--- config.mk ---
export PLATFORM = sky130hd
export DESIGN_NAME = irqg_top
export DESIGN_NICKNAME = d
export VERILOG_FILES = /design/src/rtl/irqg_pkg.sv /design/src/rtl/irqg_sync.sv /design/src/rtl/irqg_pending.sv /design/src/rtl/irqg_nmi.sv /design/src/rtl/irqg_top.sv
export SDC_FILE = /design/constraint.sdc
export NUM_CORES = 1
export LEC_CHECK = 0
export CAP_MARGIN = 20
export CELL_PAD_IN_SITES_DETAIL_PLACEMENT = 1
export CELL_PAD_IN_SITES_GLOBAL_PLACEMENT = 1
export CORE_ASPECT_RATIO = 1.75
export CORE_UTILIZATION = 39
export CTS_CLUSTER_SIZE = 30
export DETAILED_ROUTE_END_ITERATION = 6
export PLACE_DENSITY = 0.81
export SYNTH_ARGS = -nofsm -noshare
export SYNTH_HDL_FRONTEND = slang
export SYNTH_SLANG_ARGS = --single-unit
--- constraint.sdc ---
create_clock -name clk -period 2.3 [get_ports clk]
set_clock_uncertainty 0.2 [all_clocks]
set_input_delay 0.46 -clock clk [delete_from_list [all_inputs] [get_ports clk]]
set_output_delay 0.46 -clock clk [all_outputs]
set_load 0.02 [all_outputs]
--- src/rtl/irqg_pkg.sv ---
package irqg_pkg;
    localparam int LINES     = 32;
    localparam int REG_W     = 32;
    localparam int LINE_W    = $clog2(LINES);
    localparam int NMI_WORD  = LINES;
    localparam int PEND_WORD = LINES + 1;
    localparam int ADDR_W    = $clog2((PEND_WORD + 1) * 4);
    localparam int WORD_W    = ADDR_W - 2;

    typedef enum logic [1:0] {
        RGN_SRC  = 2'd0,
        RGN_SEL  = 2'd1,
        RGN_PEND = 2'd2,
        RGN_NONE = 2'd3
    } region_e;

    typedef struct packed {
        region_e           rgn;
        logic [LINE_W-1:0] line;
    } decode_t;

    function automatic decode_t decode_addr(input logic [ADDR_W-1:0] a);
        decode_t d;
        logic [WORD_W-1:0] w;
        w      = a[ADDR_W-1:2];
        d.line = w[LINE_W-1:0];
        if (a[1:0] != 2'b00)
            d.rgn = RGN_NONE;
        else if (int'(w) < LINES)
            d.rgn = RGN_SRC;
        else if (int'(w) == NMI_WORD)
            d.rgn = RGN_SEL;
        else if (int'(w) == PEND_WORD)
            d.rgn = RGN_PEND;
        else
            d.rgn = RGN_NONE;
        return d;
    endfunction
endpackage

--- src/rtl/irqg_sync.sv ---
module irqg_sync #(
    parameter int W      = 8,
    parameter int STAGES = 2
) (
    input  logic         clk,
    input  logic         rst,
    input  logic [W-1:0] d,
    output logic [W-1:0] q
);
    logic [STAGES-1:0][W-1:0] stg;

    always_ff @(posedge clk) begin
        if (rst) begin
            stg <= '0;
        end else begin
            stg[0] <= d;
            for (int i = 1; i < STAGES; i++)
                stg[i] <= stg[i-1];
        end
    end

    assign q = stg[STAGES-1];
endmodule

--- src/rtl/irqg_pending.sv ---
module irqg_pending #(
    parameter int LINES = 32
) (
    input  logic             clk,
    input  logic             rst,
    input  logic             sw_we,
    input  logic [LINES-1:0] sw_toggle,
    input  logic [LINES-1:0] hw_set,
    output logic [LINES-1:0] q
);
    logic [LINES-1:0] flip;

    always_comb begin
        flip = sw_we ? sw_toggle : '0;
    end

    always_ff @(posedge clk) begin
        if (rst)
            q <= '0;
        else
            q <= (q ^ flip) | hw_set;
    end
endmodule

--- src/rtl/irqg_nmi.sv ---
module irqg_nmi #(
    parameter int LINES = 32,
    parameter int SEL_W = $clog2(LINES)
) (
    input  logic             clk,
    input  logic             rst,
    input  logic             sel_we,
    input  logic [SEL_W-1:0] sel_wdata,
    input  logic [LINES-1:0] pend,
    output logic [SEL_W-1:0] sel,
    output logic             nmi
);
    always_ff @(posedge clk) begin
        if (rst) begin
            sel <= '0;
            nmi <= 1'b0;
        end else begin
            nmi <= pend[sel];
            if (sel_we)
                sel <= sel_wdata;
        end
    end
endmodule

--- src/rtl/irqg_top.sv ---
module irqg_top
    import irqg_pkg::*;
#(
    parameter int                SUB_W         = 4,
    parameter int                SYNC_STAGES   = 2,
    parameter logic [LINES-1:0]  RESERVED_MASK = 32'hCFFB_0000
) (
    input  logic                     clk,
    input  logic                     rst,
    input  logic [ADDR_W-1:0]        bus_addr,
    input  logic                     bus_we,
    input  logic [REG_W-1:0]         bus_wdata,
    output logic [REG_W-1:0]         bus_rdata,
    input  logic [LINES*SUB_W-1:0]   sub_req,
    output logic [LINES-1:0]         irq_out,
    output logic                     nmi_out
);
    localparam int SUB_BITS = LINES * SUB_W;

    decode_t                      dec;
    logic [SUB_BITS-1:0]          sub_sync;
    logic [LINES-1:0]             line_req;
    logic [LINES-1:0][REG_W-1:0]  slot_val;
    logic                         pend_we;
    logic                         sel_we;
    logic [LINE_W-1:0]            nmi_sel;
    logic [LINES-1:0]             pend_q;

    always_comb begin
        dec     = decode_addr(bus_addr);
        pend_we = bus_we && (dec.rgn == RGN_PEND);
        sel_we  = bus_we && (dec.rgn == RGN_SEL);
    end

    irqg_sync #(
        .W      (SUB_BITS),
        .STAGES (SYNC_STAGES)
    ) u_sync (
        .clk (clk),
        .rst (rst),
        .d   (sub_req),
        .q   (sub_sync)
    );

    for (genvar n = 0; n < LINES; n++) begin : g_line
        if (RESERVED_MASK[n]) begin : g_resv
            logic [REG_W-1:0] scratch;
            logic             slot_we;
            logic [SUB_W-1:0] unused_sub;
            assign unused_sub = sub_sync[n*SUB_W +: SUB_W];
            assign slot_we    = bus_we && (dec.rgn == RGN_SRC) &&
                                (dec.line == LINE_W'(n));
            always_ff @(posedge clk) begin
                if (rst)
                    scratch <= '0;
                else if (slot_we)
                    scratch <= bus_wdata;
            end
            assign slot_val[n] = scratch;
            assign line_req[n] = 1'b0 & (|unused_sub);
        end else begin : g_live
            logic [SUB_W-1:0] flags;
            assign flags       = sub_sync[n*SUB_W +: SUB_W];
            assign slot_val[n] = REG_W'(flags);
            assign line_req[n] = |flags;
        end
    end

    irqg_pending #(
        .LINES (LINES)
    ) u_pend (
        .clk       (clk),
        .rst       (rst),
        .sw_we     (pend_we),
        .sw_toggle (bus_wdata[LINES-1:0]),
        .hw_set    (line_req),
        .q         (pend_q)
    );

    irqg_nmi #(
        .LINES (LINES),
        .SEL_W (LINE_W)
    ) u_nmi (
        .clk       (clk),
        .rst       (rst),
        .sel_we    (sel_we),
        .sel_wdata (bus_wdata[LINE_W-1:0]),
        .pend      (pend_q),
        .sel       (nmi_sel),
        .nmi       (nmi_out)
    );

    always_comb begin
        unique case (dec.rgn)
            RGN_SRC:  bus_rdata = slot_val[dec.line];
            RGN_SEL:  bus_rdata = REG_W'(nmi_sel);
            RGN_PEND: bus_rdata = REG_W'(pend_q);
            default:  bus_rdata = '0;
        endcase
    end

    assign irq_out = pend_q;
endmodule

**Word-level counts from Yosys, hierarchy flattened**

Index checks and enable logic that the tools add are counted.

- Bits in registers: 694

- Bitwise operators: 2
- Order comparisons: 3
- Multiplexer cells: 10
- Reduce and logical (&&, ||, !) cells: 37
- Equality and inequality tests: 17

Operators by type and width:

| operator | count |
|---|---|
| $bmux 32 s5 | 1 |
| $pmux 32 s3 | 1 |
| $reduce_or 4->1 | 19 |
| $eq 5x5->1 const B | 13 |
| $mux 32 | 2 |
| $or 32x30->32 | 1 |
| $xor 32x32->32 | 1 |
| $logic_and 1x1->1 | 16 |
| $eq 6x6->1 const B | 2 |
| $lt 5x6->1 const B | 2 |
| $lt 6x6->1 const B | 1 |
| $mux 2 | 3 |
| $bmux 1 s5 | 1 |
| $eq 2x1->1 const B | 1 |
| $eq 2x2->1 const B | 1 |
| $logic_not 2->1 | 1 |
| $mux 1 | 2 |
| $reduce_bool 2->1 | 1 |

**Longest topological paths before layout**

- Depth after elaboration: 10
- Mapped depth: 9

**Hierarchy**

From an unflattened synthesis, not the netlist that was laid out.

- Cells, all modules: 3235
- Area total of the unflattened synthesis: 28786.4 sq um

By module, submodules not included:

| module | times used | area each (sq um) | sequential area each (sq um) | cells an instance |
|---|---|---|---|---|
| irqg_top | 1 | 19004.5 | 8328.0 | 2389 |
| irqg_sync | 1 | 7825.0 | 5124.9 | 668 |
| irqg_pending | 1 | 1462.7 | 640.6 | 138 |
| irqg_nmi | 1 | 494.2 | 120.1 | 40 |

**Worst setup path after synthesis**

Ideal clock, no wire load.

- Path type: input to output
- Start point: input port bus_addr[3]
- End point: output port bus_rdata[12]
- Stages on the path: 7
- Path slack: -0.400 ns
- Arrival: 2.040 ns
- Path buffers: 3
- Path through: buf_4 buf_4 buf_1 mux4_2 a22o_1 nor2_1 o21ai_0

- Cells in the longest elaborated chain, start to end: 7
- Elaborated cells between the ends (all ways): 13
- Classes of those cells: order compare (1); eq/ne (4); mux (7); reduce/logical (1)

RTL lines:

| element | line | RTL |
|---|---|---|
| start, declared | irqg_top.sv:10 | `input logic [ADDR_W-1:0] bus_addr,` |
| branches (longest 6 deep; another with $lt 6x6->1) | - |  |
| $pmux 32 s3 * | irqg_top.sv:94 | `unique case (dec.rgn)` |
| end, declared | irqg_top.sv:13 | `output logic [REG_W-1:0] bus_rdata,` |

Every way passes the cells marked *. The select of a mux whose other input is x is not followed.

**Worst setup path after layout**

- Start point: register g_line[19].g_resv.scratch[10]
- End point: output port bus_rdata[10]

- Cells in the longest elaborated chain, start to end: 3

RTL lines:

| element | line | RTL |
|---|---|---|
| start, declared | irqg_top.sv:47 | `logic [REG_W-1:0] scratch;` |
| start signal, assigned | irqg_top.sv:57 | `scratch <= bus_wdata;` |
| $bmux 32 s5 | irqg_top.sv:95 | `RGN_SRC: bus_rdata = slot_val[dec.line];` |
| $mux 32 (not written as such) | irqg_top.sv:95 |  |
| $pmux 32 s3 | irqg_top.sv:94 |  |

No other way between the ends. The select of a mux whose other input is x is not followed.

==> impl_metrics.tcl <==
set metrics [dict create \
    outcome "finished, violations left" \
    violations "design-rule violations, negative setup slack" \
    num_rows 121 \
    min_path_cells 2 \
    worstReg2RegEnd "u_nmi.nmi" \
    hold_path_end "u_sync.stg[8]" \
    ys.flop_type "dfxtp_1" \
    holdCritStartpoint "rst" \
    yosys-top-cells-area "dfxtp_1 49%, nand2_1 14%, a21oi_1 9.5%" \
    synth_top_area_share_pct 48.9 \
    clk_latency_ns 0.66 \
    cts_root_buffer "clkbuf_16" \
    vias_per_cell 6.11 \
    fin_crit_sh_pct 138 \
    grt.overflow.total 0 \
    cts_buffer_depth 3 \
    grt_max_degree 86 \
    dr.max_layer_used "met4" \
    clock-sinks 606 \
    area_delta_synth_final_pct 33.5 \
    drcViolationCount 13 \
    pin_count 236 \
    antenna_found_initial 2 \
    drive_above_1_share_pct 25.2 \
    die_x_um 193 \
    slew_headroom_pct 50.3 \
    postPlaceCellArea_um2 29500 \
    synthDistinctLibCells 51 \
    gp_congestion 0.995 \
    worst_setup_path_start_kind "register" \
    cts_tree "built" \
    synth-seq-area-share_pct 48.9 \
    yosys_warnings 0 \
    powerDensity_nw_per_um2 699 \
    crit_path_top_delay_cell "a22oi_1" \
    critPathKind "register to output port" \
    synth_fp_nets 3043 \
    drv_slew 0 \
    dpl.hpwl_mm 71.8 \
    nFillCells 6967 \
    ys_seq_elements 606 \
    wl_per_cell_um 29.1 \
    fin_cells 4013 \
    setup-violations-final 207 \
    start_util_pct 39.7 \
    final.setup.worst_slack_ns -0.866 \
    path_max_fanout 2 \
    dieArea_um2 64600 \
    post-place-ws_ns -1.58 \
    wl_met2_mm 57.0 \
    leakage_nw 11.6 \
    fp.coreArea_um2 62500 \
    synth_edf_count 0 \
    wl_met1_mm 37.7 \
    worst-r2r-cell-count 5 \
    regToRegSetupSlack_ns 0.05 \
    rsz0062_at_grt "yes" \
    syn_area_per_cell_um2 8.63 \
    min_path_type "primary input to register" \
    worstPathRequired_ns 1.64 \
    drtPass1Iterations 7 \
    period_minus_slack_ns 3.17 \
    stdcell_area_um2 33100 \
    numPortBuffers 183 \
    hold_buffers 0 \
    path_cells "mux2_2 -> a22oi_1 -> o22ai_1 -> nor2_4 -> o21ai_2 -> buf_6" \
    cts_made_buffers 53 \
    max_cap_viol_count 0 \
    hold_violations 0 \
    crit_path_end_kind "output port" \
    cts_htree_levels 2 \
    grt_pass1_wl_mm 164 \
    timing.setup.tns_ns -25.26 \
    synth_common_cells "920 x nand2_1, 606 x dfxtp_1, 472 x a21oi_1, 157 x nor2b_1, 143 x clkbuf_1" \
    yosysMostFrequentCell "nand2_1" \
    cts.reportedPaths.clkPinSlew_ns 0.07 \
    tightest_slew_ns 0.739 \
    netlist_area_um2 24800 \
    vias 24500 \
    max_stage_delay_ns 0.57 \
    track_usage_pct 34.6 \
    cp.arrival_ns 2.51 \
    grt_pass1_vias 26300 \
    drtIter0Drc 2129 \
    wl_met3_mm 9.35 \
    fin_nets 3338 \
    power_mw 23.1 \
    synthCells 2872 \
    fmaxAchievable_mhz 316 \
    yosysTopAreaCell "dfxtp_1" \
    ir_drop_v 0.000593 \
    placed_cells 3862 \
    timing.rr.start "u_nmi.sel[1]" \
    ant_nets 0 \
    synth_async_sr_flop_share_pct 0 \
    drt_wl_total_mm 117 \
    die_y_um 336 \
]
cell type report:
| type | instances | area, um2 | share of cell area, % |
|---|---|---|---|
| tap | 799 | 1000 | 3.02 |
| sequential | 606 | 12300 | 37.0 |
| multi-input combinational | 2024 | 12700 | 38.3 |
| antenna | 2 | 5.00 | 0.0151 |
| timing repair buffer | 482 | 5190 | 15.7 |
| clock inverter | 31 | 505 | 1.53 |
| clock buffer | 69 | 1470 | 4.43 |
critical path, delay by kind of cell (launching register included):
kind	cells	cell delay [ns]
AO/OA/AOI/OAI	3	0.93
AND/OR/NAND/NOR	1	0.21
multiplexers	1	0.27
flip-flops	1	0.32
buffers and inverters	1	0.14
cell families after synthesis:
| family | Yosys count | synth area share, % |
|---|---|---|
| and+or+nand+nor | 1190 | 20.6 |
| AOI/OAI and AO/OA | 614 | 13.8 |
| DFF | 606 | 48.9 |
| buffers and inverters | 244 | 4.64 |
| muxes | 186 | 10.9 |
| xor gates and xnor gates | 32 | 1.13 |
metrics by stage:
step,util (%),hold slack [ns]
floorplan,-,0.214
global placement,47.1,0.216
detailed placement,47.1,0.226
CTS,52.2,0.0315
global route,52.9,0.0351
finish,52.9,0.00248
routing by layer:
metal,vias up,global-route usage [%]
met5,-,0
met4,0,33.4
met3,750,7.02
met2,1547,58.7
met1,12000,34.6
li1,10200,-
state kept, by name (all words and copies together) (netlist names):
name and count:
g_line.g_resv.scratch 416, u_nmi.nmi 1, u_nmi.sel 5, u_pend.q 32, u_sync.q 76, u_sync.stg 76
placed cells by master (no fill, tap or decap), types with 11 or more instances in the layout:
cell	Yosys	layout
buf_4	19	197
o22ai_1	22	12
mux4_2	65	65
a22oi_2	2	27
dfxtp_2	0	90
a21oi_2	0	11
nor2_2	2	16
a21oi_1	472	449
bufinv_16	0	12
xor2_1	32	32
dlygate4sd2_1	0	32
a22oi_1	56	31
clkdlybuf4s50_1	0	109
nor2b_1	157	153
a21oi_4	0	12
nor2_1	47	22
clkbuf_16	0	54
nor2_4	0	11
nor4_1	19	19
mux2_2	17	17
a22o_1	18	17
o21ai_2	0	18
mux2i_1	104	58
mux2i_2	0	31
nand2_1	920	915
mux2i_4	0	15
dfxtp_1	606	514
buf_6	10	56
buf_12	0	67
what timing repair did:
item | CTS | global route
buffers inserted | 33 | 10
endpoints found under the hold margin | 0 | 0
pin swaps | 79 | 78
setup endpoints to repair | 160 | 98
resized for setup | 420 | 132
gates cloned | 9 | 0
worst max path at each step:
stage	from	to	cells after the start
5_1_grt	g_line[23].g_resv.scratch[31]	bus_rdata[31]	5
6_report	g_line[19].g_resv.scratch[10]	bus_rdata[10]	6
4_1_cts	g_line[27].g_resv.scratch[14]	bus_rdata[14]	5
3_3_place_gp	bus_addr[5]	bus_rdata[0]	7
3_5_place_dp	bus_addr[5]	bus_rdata[0]	7
2_1_floorplan	bus_addr[5]	bus_rdata[3]	8
power by group:
| part | leakage [nW] | switching [mW] | internal (mW) | total (mW) |
|---|---|---|---|---|
| Combinational | 5.70 | 1.12 | 0.893 | 2.02 |
| Clock | 0.954 | 4.42 | 5.90 | 10.3 |
| Sequential | 4.96 | 0.139 | 10.7 | 10.8 |
Power figures use the tool's default switching activity.
